### config.mk
export PLATFORM = sky130hd
export DESIGN_NAME = elem_lane_seq
export DESIGN_NICKNAME = d
export VERILOG_FILES = /design/src/rtl/elem_lane_pkg.sv /design/src/rtl/elw_decode.sv /design/src/rtl/step_ctrl.sv /design/src/rtl/lane_addr.sv /design/src/rtl/we_expand.sv /design/src/rtl/elem_lane_seq.sv
export SDC_FILE = /design/constraint.sdc
export NUM_CORES = 1
export LEC_CHECK = 0
export ABC_AREA = 1
export BUFFER_PORTS_ARGS = -buffer_cell sky130_fd_sc_hd__buf_2
export CORE_UTILIZATION = 45
export CTS_BUF_LIST = sky130_fd_sc_hd__clkbuf_4 sky130_fd_sc_hd__clkbuf_8 sky130_fd_sc_hd__clkbuf_16
export CTS_CLUSTER_DIAMETER = 40
export DETAILED_ROUTE_END_ITERATION = 8
export GPL_TIMING_DRIVEN = 0
export PLACE_DENSITY_LB_ADDON = 0.15
export SLEW_MARGIN = 20
export SYNTH_ARGS = -nofsm -noshare
export SYNTH_HDL_FRONTEND = slang
export SYNTH_SLANG_ARGS = --single-unit
### constraint.sdc
create_clock -name clk -period 2.15 [get_ports clk]
set_input_delay 0.215 -clock clk [delete_from_list [all_inputs] [get_ports clk]]
set_output_delay 0.215 -clock clk [all_outputs]
set_load 0.01 [all_outputs]
### src/rtl/elem_lane_pkg.sv
package elem_lane_pkg;
  localparam int LANES  = 8;
  localparam int LANE_W = $clog2(LANES);
  localparam int NB_W   = LANE_W + 1;

  typedef enum logic [1:0] {
    EW_FULL = 2'b00,
    EW_HALF = 2'b01,
    EW_QTR  = 2'b10,
    EW_BYTE = 2'b11
  } ew_code_e;
endpackage

### src/rtl/elw_decode.sv
module elw_decode
  import elem_lane_pkg::*;
(
  input  ew_code_e          ew,
  output logic [NB_W-1:0]   nbytes
);
  // Bytes per element halve with each code step.
  always_comb begin
    unique case (ew)
      EW_FULL: nbytes = NB_W'(LANES);
      EW_HALF: nbytes = NB_W'(LANES / 2);
      EW_QTR:  nbytes = NB_W'(LANES / 4);
      default: nbytes = NB_W'(LANES / 8);
    endcase
  end

  always_comb begin
    assert ($countones(nbytes) == 1) else $error("p_width_pow2_r1");
  end
endmodule

### src/rtl/step_ctrl.sv
module step_ctrl #(
  parameter int STEP_W = 9
) (
  input  logic              clk,
  input  logic              rst_n,
  input  logic              load,
  input  logic [STEP_W-1:0] total,
  input  logic              adv,
  output logic              busy,
  output logic [STEP_W-1:0] idx,
  output logic              last,
  output logic              done
);
  logic [STEP_W-1:0] total_q;

  assign last = busy && (idx == total_q - STEP_W'(1));

  always_ff @(posedge clk or negedge rst_n) begin
    if (!rst_n) begin
      busy    <= 1'b0;
      idx     <= '0;
      total_q <= '0;
      done    <= 1'b0;
    end else begin
      done <= 1'b0;
      if (load) begin
        idx     <= '0;
        total_q <= total;
        if (total == '0) done <= 1'b1;
        else             busy <= 1'b1;
      end else if (busy && adv) begin
        if (last) begin
          busy <= 1'b0;
          done <= 1'b1;
        end else begin
          idx <= idx + STEP_W'(1);
        end
      end
    end
  end

  p_done_pulse_r10: assert property (@(posedge clk) disable iff (!rst_n)
    done |=> !done);
  p_done_idle_r10: assert property (@(posedge clk) disable iff (!rst_n)
    done |-> !busy);
  p_idx_step_r4: assert property (@(posedge clk) disable iff (!rst_n)
    (busy && adv && !last) |=> (busy && idx == $past(idx) + STEP_W'(1)));
  p_idx_bound_r6: assert property (@(posedge clk) disable iff (!rst_n)
    busy |-> (idx < total_q));
endmodule

### src/rtl/lane_addr.sv
module lane_addr
  import elem_lane_pkg::*;
#(
  parameter int REG_AW = 7
) (
  input  logic              clk,
  input  logic              rst_n,
  input  logic              load,
  input  logic [REG_AW-1:0] base,
  input  logic              is_vec,
  input  logic [NB_W-1:0]   nbytes,
  input  logic              adv,
  output logic [REG_AW-1:0] reg_num,
  output logic [LANE_W-1:0] lane
);
  localparam int POS_W = REG_AW + LANE_W;

  // Register and lane form one byte position; carry out of the lane
  // field steps the register, wrapping at the top of the file.
  logic [POS_W-1:0] pos_q;

  always_ff @(posedge clk or negedge rst_n) begin
    if (!rst_n) begin
      pos_q <= '0;
    end else if (load) begin
      pos_q <= {base, LANE_W'(0)};
    end else if (adv && is_vec) begin
      pos_q <= pos_q + POS_W'(nbytes);
    end
  end

  assign reg_num = pos_q[POS_W-1:LANE_W];
  assign lane    = pos_q[LANE_W-1:0];

  p_lane_align_r2: assert property (@(posedge clk) disable iff (!rst_n)
    ((NB_W'(lane) & (nbytes - NB_W'(1))) == '0));
  p_scalar_fixed_r7: assert property (@(posedge clk) disable iff (!rst_n)
    (!load && !is_vec) |=> $stable(pos_q));
endmodule

### src/rtl/we_expand.sv
module we_expand
  import elem_lane_pkg::*;
(
  input  logic              en,
  input  logic              pred,
  input  logic [LANE_W-1:0] lane,
  input  logic [NB_W-1:0]   nbytes,
  output logic [LANES-1:0]  we
);
  logic [NB_W-1:0] lane_ext;
  logic [NB_W-1:0] lane_end;

  assign lane_ext = NB_W'(lane);
  assign lane_end = lane_ext + nbytes;

  for (genvar j = 0; j < LANES; j++) begin : g_lane
    assign we[j] = en && pred &&
                   (NB_W'(j) >= lane_ext) && (NB_W'(j) < lane_end);
  end

  always_comb begin
    if (en && pred)
      assert ($countones(we) == int'(nbytes)) else $error("p_we_count_r1");
    else
      assert (we == '0) else $error("p_we_off_r3");
  end
endmodule

### src/rtl/elem_lane_seq.sv
module elem_lane_seq
  import elem_lane_pkg::*;
#(
  parameter int VL_W   = 7,
  parameter int REG_AW = 7,
  localparam int STEP_W = VL_W + 2
) (
  input  logic              clk,
  input  logic              rst_n,
  input  logic              start_i,
  input  logic [VL_W-1:0]   vl_i,
  input  logic [1:0]        subvl_i,
  input  logic [1:0]        ew_i,
  input  logic [REG_AW-1:0] base_i,
  input  logic              is_vec_i,
  input  logic              pred_i,
  output logic              elem_valid_o,
  input  logic              elem_ready_i,
  output logic [STEP_W-1:0] elem_idx_o,
  output logic [REG_AW-1:0] reg_o,
  output logic [LANE_W-1:0] lane_o,
  output logic [LANES-1:0]  byte_we_o,
  output logic              done_o
);
  logic              busy, last, load, adv;
  logic [STEP_W-1:0] total;
  ew_code_e          ew_q;
  logic              vec_q;
  logic [NB_W-1:0]   nbytes;

  assign load  = start_i && !busy;
  assign adv   = busy && elem_ready_i;
  assign total = STEP_W'(vl_i) * (STEP_W'(subvl_i) + STEP_W'(1));

  always_ff @(posedge clk or negedge rst_n) begin
    if (!rst_n) begin
      ew_q  <= EW_FULL;
      vec_q <= 1'b0;
    end else if (load) begin
      ew_q  <= ew_code_e'(ew_i);
      vec_q <= is_vec_i;
    end
  end

  elw_decode u_dec (
    .ew     (ew_q),
    .nbytes (nbytes)
  );

  step_ctrl #(.STEP_W(STEP_W)) u_ctrl (
    .clk   (clk),
    .rst_n (rst_n),
    .load  (load),
    .total (total),
    .adv   (adv),
    .busy  (busy),
    .idx   (elem_idx_o),
    .last  (last),
    .done  (done_o)
  );

  lane_addr #(.REG_AW(REG_AW)) u_addr (
    .clk     (clk),
    .rst_n   (rst_n),
    .load    (load),
    .base    (base_i),
    .is_vec  (vec_q),
    .nbytes  (nbytes),
    .adv     (adv && !last),
    .reg_num (reg_o),
    .lane    (lane_o)
  );

  we_expand u_we (
    .en     (busy),
    .pred   (pred_i),
    .lane   (lane_o),
    .nbytes (nbytes),
    .we     (byte_we_o)
  );

  assign elem_valid_o = busy;

  p_stall_hold_r8: assert property (@(posedge clk) disable iff (!rst_n)
    (elem_valid_o && !elem_ready_i) |=>
      (elem_valid_o && $stable(elem_idx_o) && $stable(reg_o) && $stable(lane_o)));
  p_start_ignored_r9: assert property (@(posedge clk) disable iff (!rst_n)
    (elem_valid_o && start_i && elem_ready_i && !last) |=>
      (elem_valid_o && elem_idx_o != '0));
  p_we_needs_valid_r3: assert property (@(posedge clk) disable iff (!rst_n)
    !elem_valid_o |-> (byte_we_o == '0));
endmodule

==> results.json, run 1 <==
{
  "seq_area_um2": 827,
  "tns_ns": -1.84,
  "fin_util": 0.620,
  "slew_headroom": 0.509,
  "synth.avg_cell_area_um2": 6.88,
  "worstReg2RegStart": "ew_q[0]$_DFFE_PN0P_",
  "grt_pass1_wl_um": 11000,
  "power_mw": 4.69,
  "arrival_ns": 2.62,
  "multi_input_area_um2": 2010,
  "worstMarginPinSlew_ns": 0.736,
  "cts_buffer_depth": 2,
  "syn_inst": 412,
  "path_max_fanout": 4,
  "core_um2": 5990,
  "dr_wl_met3_um": 212,
  "met1_length_um": 3190,
  "num_rows": 28,
  "cp-end-kind": "flip-flop",
  "met2_length_um": 3080,
  "grt_pass1_vias": 2410,
  "htreeDepth": 2,
  "maxCapViolCount": 0,
  "hold_viol": 19,
  "top_layer_used": "met4",
  "place_congestion": 0.805,
  "period_share": 1.14,
  "synth_fp_nets": 458,
  "powerDensity_nw_per_um2": 1260,
  "die_y_um": 81.3,
  "route.detailed.drc": 0,
  "firstDrtPassIters": 6,
  "synthFlopType": "dfrtp_1",
  "hold_buffers": 0,
  "max_clock_freq_mhz": 408,
  "via_per_inst": 4.89,
  "ff2ff_setup_slack_ns": -0.03,
  "nFillCells": 543,
  "portBuffers": 52,
  "fin_crit_ns": 2.45,
  "synth_enable_flop_cells": 0,
  "outcome": "finished with violations",
  "cpPeakStageDelay_ns": 0.51,
  "finalWorstSetupSlack_ns": -0.303,
  "overflow": 0,
  "chipWidth_um": 81.3,
  "antenna_found_initial": 0,
  "rsz0062_at_grt": "true",
  "async_flop_share": 1.00,
  "drive_above_1_share": 0.292,
  "clockRootBuffer": "clkbuf_8",
  "cp_slowest_cell": "fa_1",
  "p_leak_nw": 2.02,
  "critPathLaunchType": "primary input",
  "worstPathRequired_ns": 2.32,
  "ir_worst_vdd_uv": 808,
  "synth_cell_types": 36,
  "r2r_end": "u_addr.pos_q[8]$_DFFE_PN0P_",
  "yosys_warnings": 0,
  "io_pins": 53,
  "dp_hpwl_um": 4690,
  "ys_ff_latch": 33,
  "min_path_type": "primary input to asynchronous set/reset pin",
  "grt_usage": 0.216,
  "first_iter_violations": 103,
  "wirelength_um": 6620,
  "grt_max_degree": 34,
  "final_nets": 532,
  "clk_latency_ns": 0.28,
  "clk_pin_slew_ns": 0.07,
  "hold_ws_ns": -0.0116,
  "cts_tree": "built",
  "worstSetupStartpoint": "subvl_i[0]",
  "path_cells": "buf_8 -> ha_4 -> nand2_2 -> fa_1 -> inv_2 -> ha_4 -> fa_2 -> or2_4 -> nor4_4 -> nand2_1 -> nor2_1 -> nand3_2 -> nand2_1 -> nand2_1",
  "syn2layout_area_growth_pct": 31.1,
  "setup_violations": 11,
  "synth_area_um2": 2830,
  "ant_nets": 0,
  "slew_viol_final": 0,
  "synth.top_cell.area_share": 0.292,
  "dieArea_um2": 6620,
  "initial_utilization": 0.473,
  "ys_seq_area_frac": 0.292,
  "crit_top_cell": "nand2_1",
  "numClockSinks": 33,
  "synth.area.top_cells": "dfrtp_1 29%, nand2_1 19%, inv_1 7.4%, ha_1 6.6%, xor2_1 5.3%",
  "crit_type": "primary input to flip-flop",
  "endpoint": "u_ctrl.busy$_DFFE_PN0P_",
  "wire_per_inst_um": 11.8,
  "vias": 2750,
  "ff2ff_path_depth": 11,
  "violations": "hold timing, setup timing",
  "cts_buffers": 5,
  "finClkSkew_ns": 0.00691,
  "diodes": 0,
  "yosysTopAreaCell": "dfrtp_1"
}
## how the worst min path moves through the flow
stage	end	slack (ns)
after floorplan	ew_q[0]$_DFFE_PN0P_	-0.08
after global placement	u_ctrl.idx[2]$_DFFE_PN0P_	0.31
after detailed placement	u_ctrl.idx[2]$_DFFE_PN0P_	0.32
after CTS	u_ctrl.idx[2]$_DFFE_PN0P_	0.01
after global routing	u_ctrl.idx[2]$_DFFE_PN0P_	0.03
final	u_ctrl.idx[2]$_DFFE_PN0P_	-0.01
## state kept, by name, summed over array words and instances, names as in the netlist
| register | flops |
|---|---|
| ew_q | 2 |
| vec_q | 1 |
| u_ctrl.idx | 9 |
| u_ctrl.busy | 1 |
| u_ctrl.total_q | 9 |
| u_addr.pos_q | 10 |
| u_ctrl.done | 1 |
## Yosys cell counts (2+ instances only)
library cell	count
nand4_1	5
ha_1	15
inv_2	2
buf_2	2
o21ai_0	22
fa_1	7
dfrtp_1	33
nand2_1	145
nor3_1	2
o21ai_2	2
clkbuf_1	5
nor2_1	27
or2_2	5
inv_1	56
nand3_2	3
and3_1	2
xnor2_1	9
xor2_1	17
a21oi_1	9
nand3_1	28
## per-stage QoR
stage	setup slack, ns	cell area, µm²	hold WS (ns)	instances
2_1_floorplan	-0.405	2870	-0.0806	412
3_3_place_gp	-0.796	3220	0.315	539
3_5_place_dp	-0.832	3220	0.315	539
4_1_cts	-0.314	3600	0.0104	558
5_1_grt	-0.430	3710	0.0348	562
6_report	-0.303	3710	-0.0116	562
## power by group
group	switching, mW	internal [mW]	total [mW]
combinational	1.68	1.33	3.01
sequential	0.316	0.862	1.18
clock	0.222	0.289	0.511
## timing repair
| item | 4_1_cts | 5_1_grt |
|---|---|---|
| setup endpoints to repair | 11 | 19 |
| setup buffers | 11 | 4 |
| pin swaps | 16 | 13 |
| gates resized for setup | 38 | 19 |
## kinds of logic after synthesis
| group | Yosys count | share of synthesized area |
|---|---|---|
| AOI/OAI and AO/OA | 39 | 0.0760 |
| xor gates and xnor gates | 26 | 0.0804 |
| adders and majority gates | 22 | 0.116 |
| buffers and inverters | 68 | 0.0976 |
| DFF | 33 | 0.292 |
| and+or+nand+nor | 224 | 0.339 |
## metal layers
| layer | GRT usage | vias up |
|---|---|---|
| li1 | - | 1442 |
| met1 | 0.293 | 1230 |
| met2 | 0.348 | 63 |
| met3 | 0.0292 | 15 |
| met4 | 0.0768 | 0 |
| met5 | 0 | - |
## area by class of cell
type,instances,area share
Buffer,9,0.0148
Clock inverter,1,0.00135
Tap cell,75,0.0253
Multi-Input combinational cell,311,0.542
Sequential cell,33,0.223
Timing Repair Buffer,67,0.108
Inverter,59,0.0596
Clock buffer,7,0.0259
## worst max-delay path, delay by kind of cell
family | cells | cell delay, ns
fa+ha+maj | 4 | 1.34
simple gates | 8 | 0.89
buf+inv | 2 | 0.15
## layout by cell type (no fill, tap or decap), types with 11 or more instances in the layout
master | synthesis | routed
nor2_1 | 27 | 23
nand2_1 | 145 | 134
xor2_1 | 17 | 16
o21ai_0 | 22 | 20
buf_4 | 0 | 13
inv_1 | 56 | 52
nand3_1 | 28 | 23
nand2_2 | 1 | 11
buf_2 | 2 | 51
dfrtp_1 | 33 | 32
(Power assumes the default switching activity.)
==> run 2, diff against run 1 <==
--- a/config.mk
+++ b/config.mk
@@ -5,7 +5,6 @@
 export SDC_FILE = /design/constraint.sdc
 export NUM_CORES = 1
 export LEC_CHECK = 0
-export ABC_AREA = 1
 export BUFFER_PORTS_ARGS = -buffer_cell sky130_fd_sc_hd__buf_2
 export CORE_UTILIZATION = 45
 export CTS_BUF_LIST = sky130_fd_sc_hd__clkbuf_4 sky130_fd_sc_hd__clkbuf_8 sky130_fd_sc_hd__clkbuf_16
@@ -16,4 +15,5 @@
 export SLEW_MARGIN = 20
 export SYNTH_ARGS = -nofsm -noshare
 export SYNTH_HDL_FRONTEND = slang
+export SYNTH_HIERARCHICAL = 1
 export SYNTH_SLANG_ARGS = --single-unit
==> results.json, run 2 <==
{
  "nFillCells": 492,
  "place_ws_ns": -0.966,
  "layout_commonest_cell": "buf_2",
  "synth_area_um2": 2880,
  "max_clock_freq_mhz": 363,
  "crit_type": "flip-flop to flip-flop",
  "io_pins": 53,
  "die_y_um": 82.0,
  "synth.area.top_cells": "dfrtp_1 29%, ha_1 7.8%, fa_1 5.6%, nand2_1 4.3%, mux2_2 4.3%",
  "cts_buffer_depth": 2,
  "ff2ff_setup_slack_ns": -0.61,
  "initial_utilization": 0.477,
  "num_rows": 28,
  "grt_pass1_vias": 2502,
  "ys_ff_latch": 33,
  "final_cell_mix": "51 x buf_2, 29 x nand2_1, 29 x dfrtp_1",
  "antenna_found_initial": 0,
  "cp_top_family": "compound AO/OA/AOI/OAI gates",
  "via_per_inst": 5.60,
  "p_leak_nw": 1.70,
  "finalWorstSetupSlack_ns": -0.607,
  "syn2layout_area_growth_pct": 36.5,
  "path_max_fanout": 6,
  "largest_reg_flops": 10,
  "rsz0062_at_grt": "true",
  "fin_util": 0.651,
  "finClkSkew_ns": 0.00830,
  "slew_viol_final": 0,
  "synthTopCellsByCount": "33 x dfrtp_1, 33 x nand2_1, 23 x a21oi_1",
  "maxCapViolCount": 0,
  "worstMarginPinSlew_ns": 0.738,
  "core_um2": 6030,
  "critPathLaunchType": "flip-flop",
  "power_mw": 5.08,
  "dp_hpwl_um": 4830,
  "hold_ws_ns": -0.00873,
  "cpPeakStageDelay_ns": 0.44,
  "final_nets": 447,
  "wirelength_um": 6920,
  "clk_pin_slew_ns": 0.07,
  "grt_usage": 0.206,
  "synth.avg_cell_area_um2": 9.05,
  "outcome": "finished with violations",
  "clk_latency_ns": 0.28,
  "grt_pass1_wl_um": 10900,
  "synth_cell_types": 65,
  "arrival_ns": 2.92,
  "syn_inst": 318,
  "synthFlopType": "dfrtp_1",
  "reg_top3": "u_addr/pos_q: 10 flops, u_ctrl/idx: 9 flops, u_ctrl/total_q: 9 flops",
  "async_flop_share": 1.00,
  "placed_cell_area_um2": 3370,
  "wire_per_inst_um": 14.6,
  "final_cell_area_um2": 3930,
  "firstDrtPassIters": 4,
  "ff2ff_path_depth": 11,
  "diodes": 0,
  "worstSetupStartpoint": "u_ctrl/total_q[0]$_DFFE_PN0P_",
  "hold_viol": 27,
  "yosysTopAreaCell": "dfrtp_1",
  "yosys_warnings": 6,
  "htreeDepth": 2,
  "slew_headroom": 0.508,
  "ys_seq_area_frac": 0.287,
  "top_register": "u_addr/pos_q",
  "vias": 2648,
  "path_cells": "buf_12 -> or3_4 -> nand2_1 -> a2111oi_2 -> a311oi_2 -> nor4_2 -> nor2b_1 -> nand3_2 -> a211o_4 -> o21ai_2 -> o311ai_2",
  "numClockSinks": 33,
  "dieArea_um2": 6720,
  "crit_buf_inv": 1,
  "powerDensity_nw_per_um2": 1300,
  "synth_fp_nets": 368,
  "r2r_end": "u_addr/pos_q[8]$_DFFE_PN0P_",
  "chipWidth_um": 82.0,
  "cp-end-kind": "flip-flop",
  "portBuffers": 52,
  "drive_above_1_share": 0.420,
  "fin_crit_ns": 2.76,
  "violations": "hold timing, setup timing",
  "synth.top_cell.area_share": 0.287,
  "place_congestion": 0.855,
  "min_path_type": "primary input to asynchronous set/reset pin",
  "cp_slowest_cell": "dfrtp_2",
  "grt_max_degree": 34,
  "period_share": 1.28,
  "ant_nets": 0,
  "ir_worst_vdd_uv": 747,
  "synth_enable_flop_cells": 0,
  "setup_violations": 32,
  "worstPathRequired_ns": 2.31,
  "cts_tree": "built",
  "worstReg2RegStart": "u_ctrl/total_q[0]$_DFFE_PN0P_",
  "first_iter_violations": 78,
  "cts_buffers": 5,
  "clockRootBuffer": "clkbuf_8",
  "route.detailed.drc": 0,
  "overflow": 0
}
## run 2: cell count changes after synthesis, sizes merged, moves of 8 or more
cell / change
nor2b: +9
nor2: -11
xor2: -8
nand2b: +11
nand2: -114
inv: -37
mux2: +11
nand3: -21
a21oi: +15
## run 2: worst max-delay path by stage
stage                                  end  slack, ns  depth (start not counted)
6_report       u_addr/pos_q[8]$_DFFE_PN0P_      -0.61                         11
5_1_grt              u_ctrl/done$_DFF_PN0_      -0.75                         17
4_1_cts              u_ctrl/done$_DFF_PN0_      -0.56                         17
3_5_place_dp         u_ctrl/done$_DFF_PN0_      -0.97                         17
3_3_place_gp         u_ctrl/done$_DFF_PN0_      -0.95                         17
2_1_floorplan        u_ctrl/done$_DFF_PN0_      -0.51                         16
## run 2: worst reg2reg max path: cells and delay by family, from the launching register on
kind,cells,cell delay [ns]
AO/OA/AOI/OAI,5,1.06
flip-flops,1,0.44
buffers and inverters,1,0.14
AND/OR/NAND/NOR,5,1.01
## run 2: final cells by class
class | count | area (µm²) | area share
clock buffer | 7 | 90.1 | 0.0230
inverter | 21 | 78.8 | 0.0201
multi-input combinational | 257 | 2310 | 0.588
clock inverter | 1 | 30.0 | 0.00765
buffer | 7 | 42.5 | 0.0108
tap | 75 | 93.8 | 0.0239
timing repair buffer | 72 | 450 | 0.115
sequential | 33 | 831 | 0.212
## run 2: metal layers
metal  part of all wire  track usage  up-vias
li1                   -            -     1307
met1               0.46        0.252     1283
met2               0.50        0.379       53
met3              0.036       0.0367        5
met4             0.0043       0.0351        0
met5                  0            0        -
## run 2: logic make-up after synthesis
logic type      share of synthesized area
compound gates                      0.189
flops                               0.287
fa+ha+maj                           0.134
buf+inv                            0.0387
xor+xnor                           0.0692
simple gates                        0.228
mux                                0.0535
## run 2: where the power goes
group | total (mW) | internal (mW) | switching, mW
Combinational | 3.19 | 1.53 | 1.66
Clock | 0.625 | 0.391 | 0.235
Sequential | 1.27 | 0.861 | 0.411
## run 2: metrics by stage
stage                     setup TNS, ns  cells
after floorplan                   -2.49    318
after global placement           -10.47    445
after detailed placement         -11.06    445
after CTS                        -10.88    463
after global routing             -15.45    473
final                            -11.26    473
## run 2: repair_timing
action,in CTS,in global routing
endpoints found under the setup margin,32,35
pin swaps,10,33
setup buffers,10,9
resized for setup,15,41
cloned,0,1
hold buffers,0,0
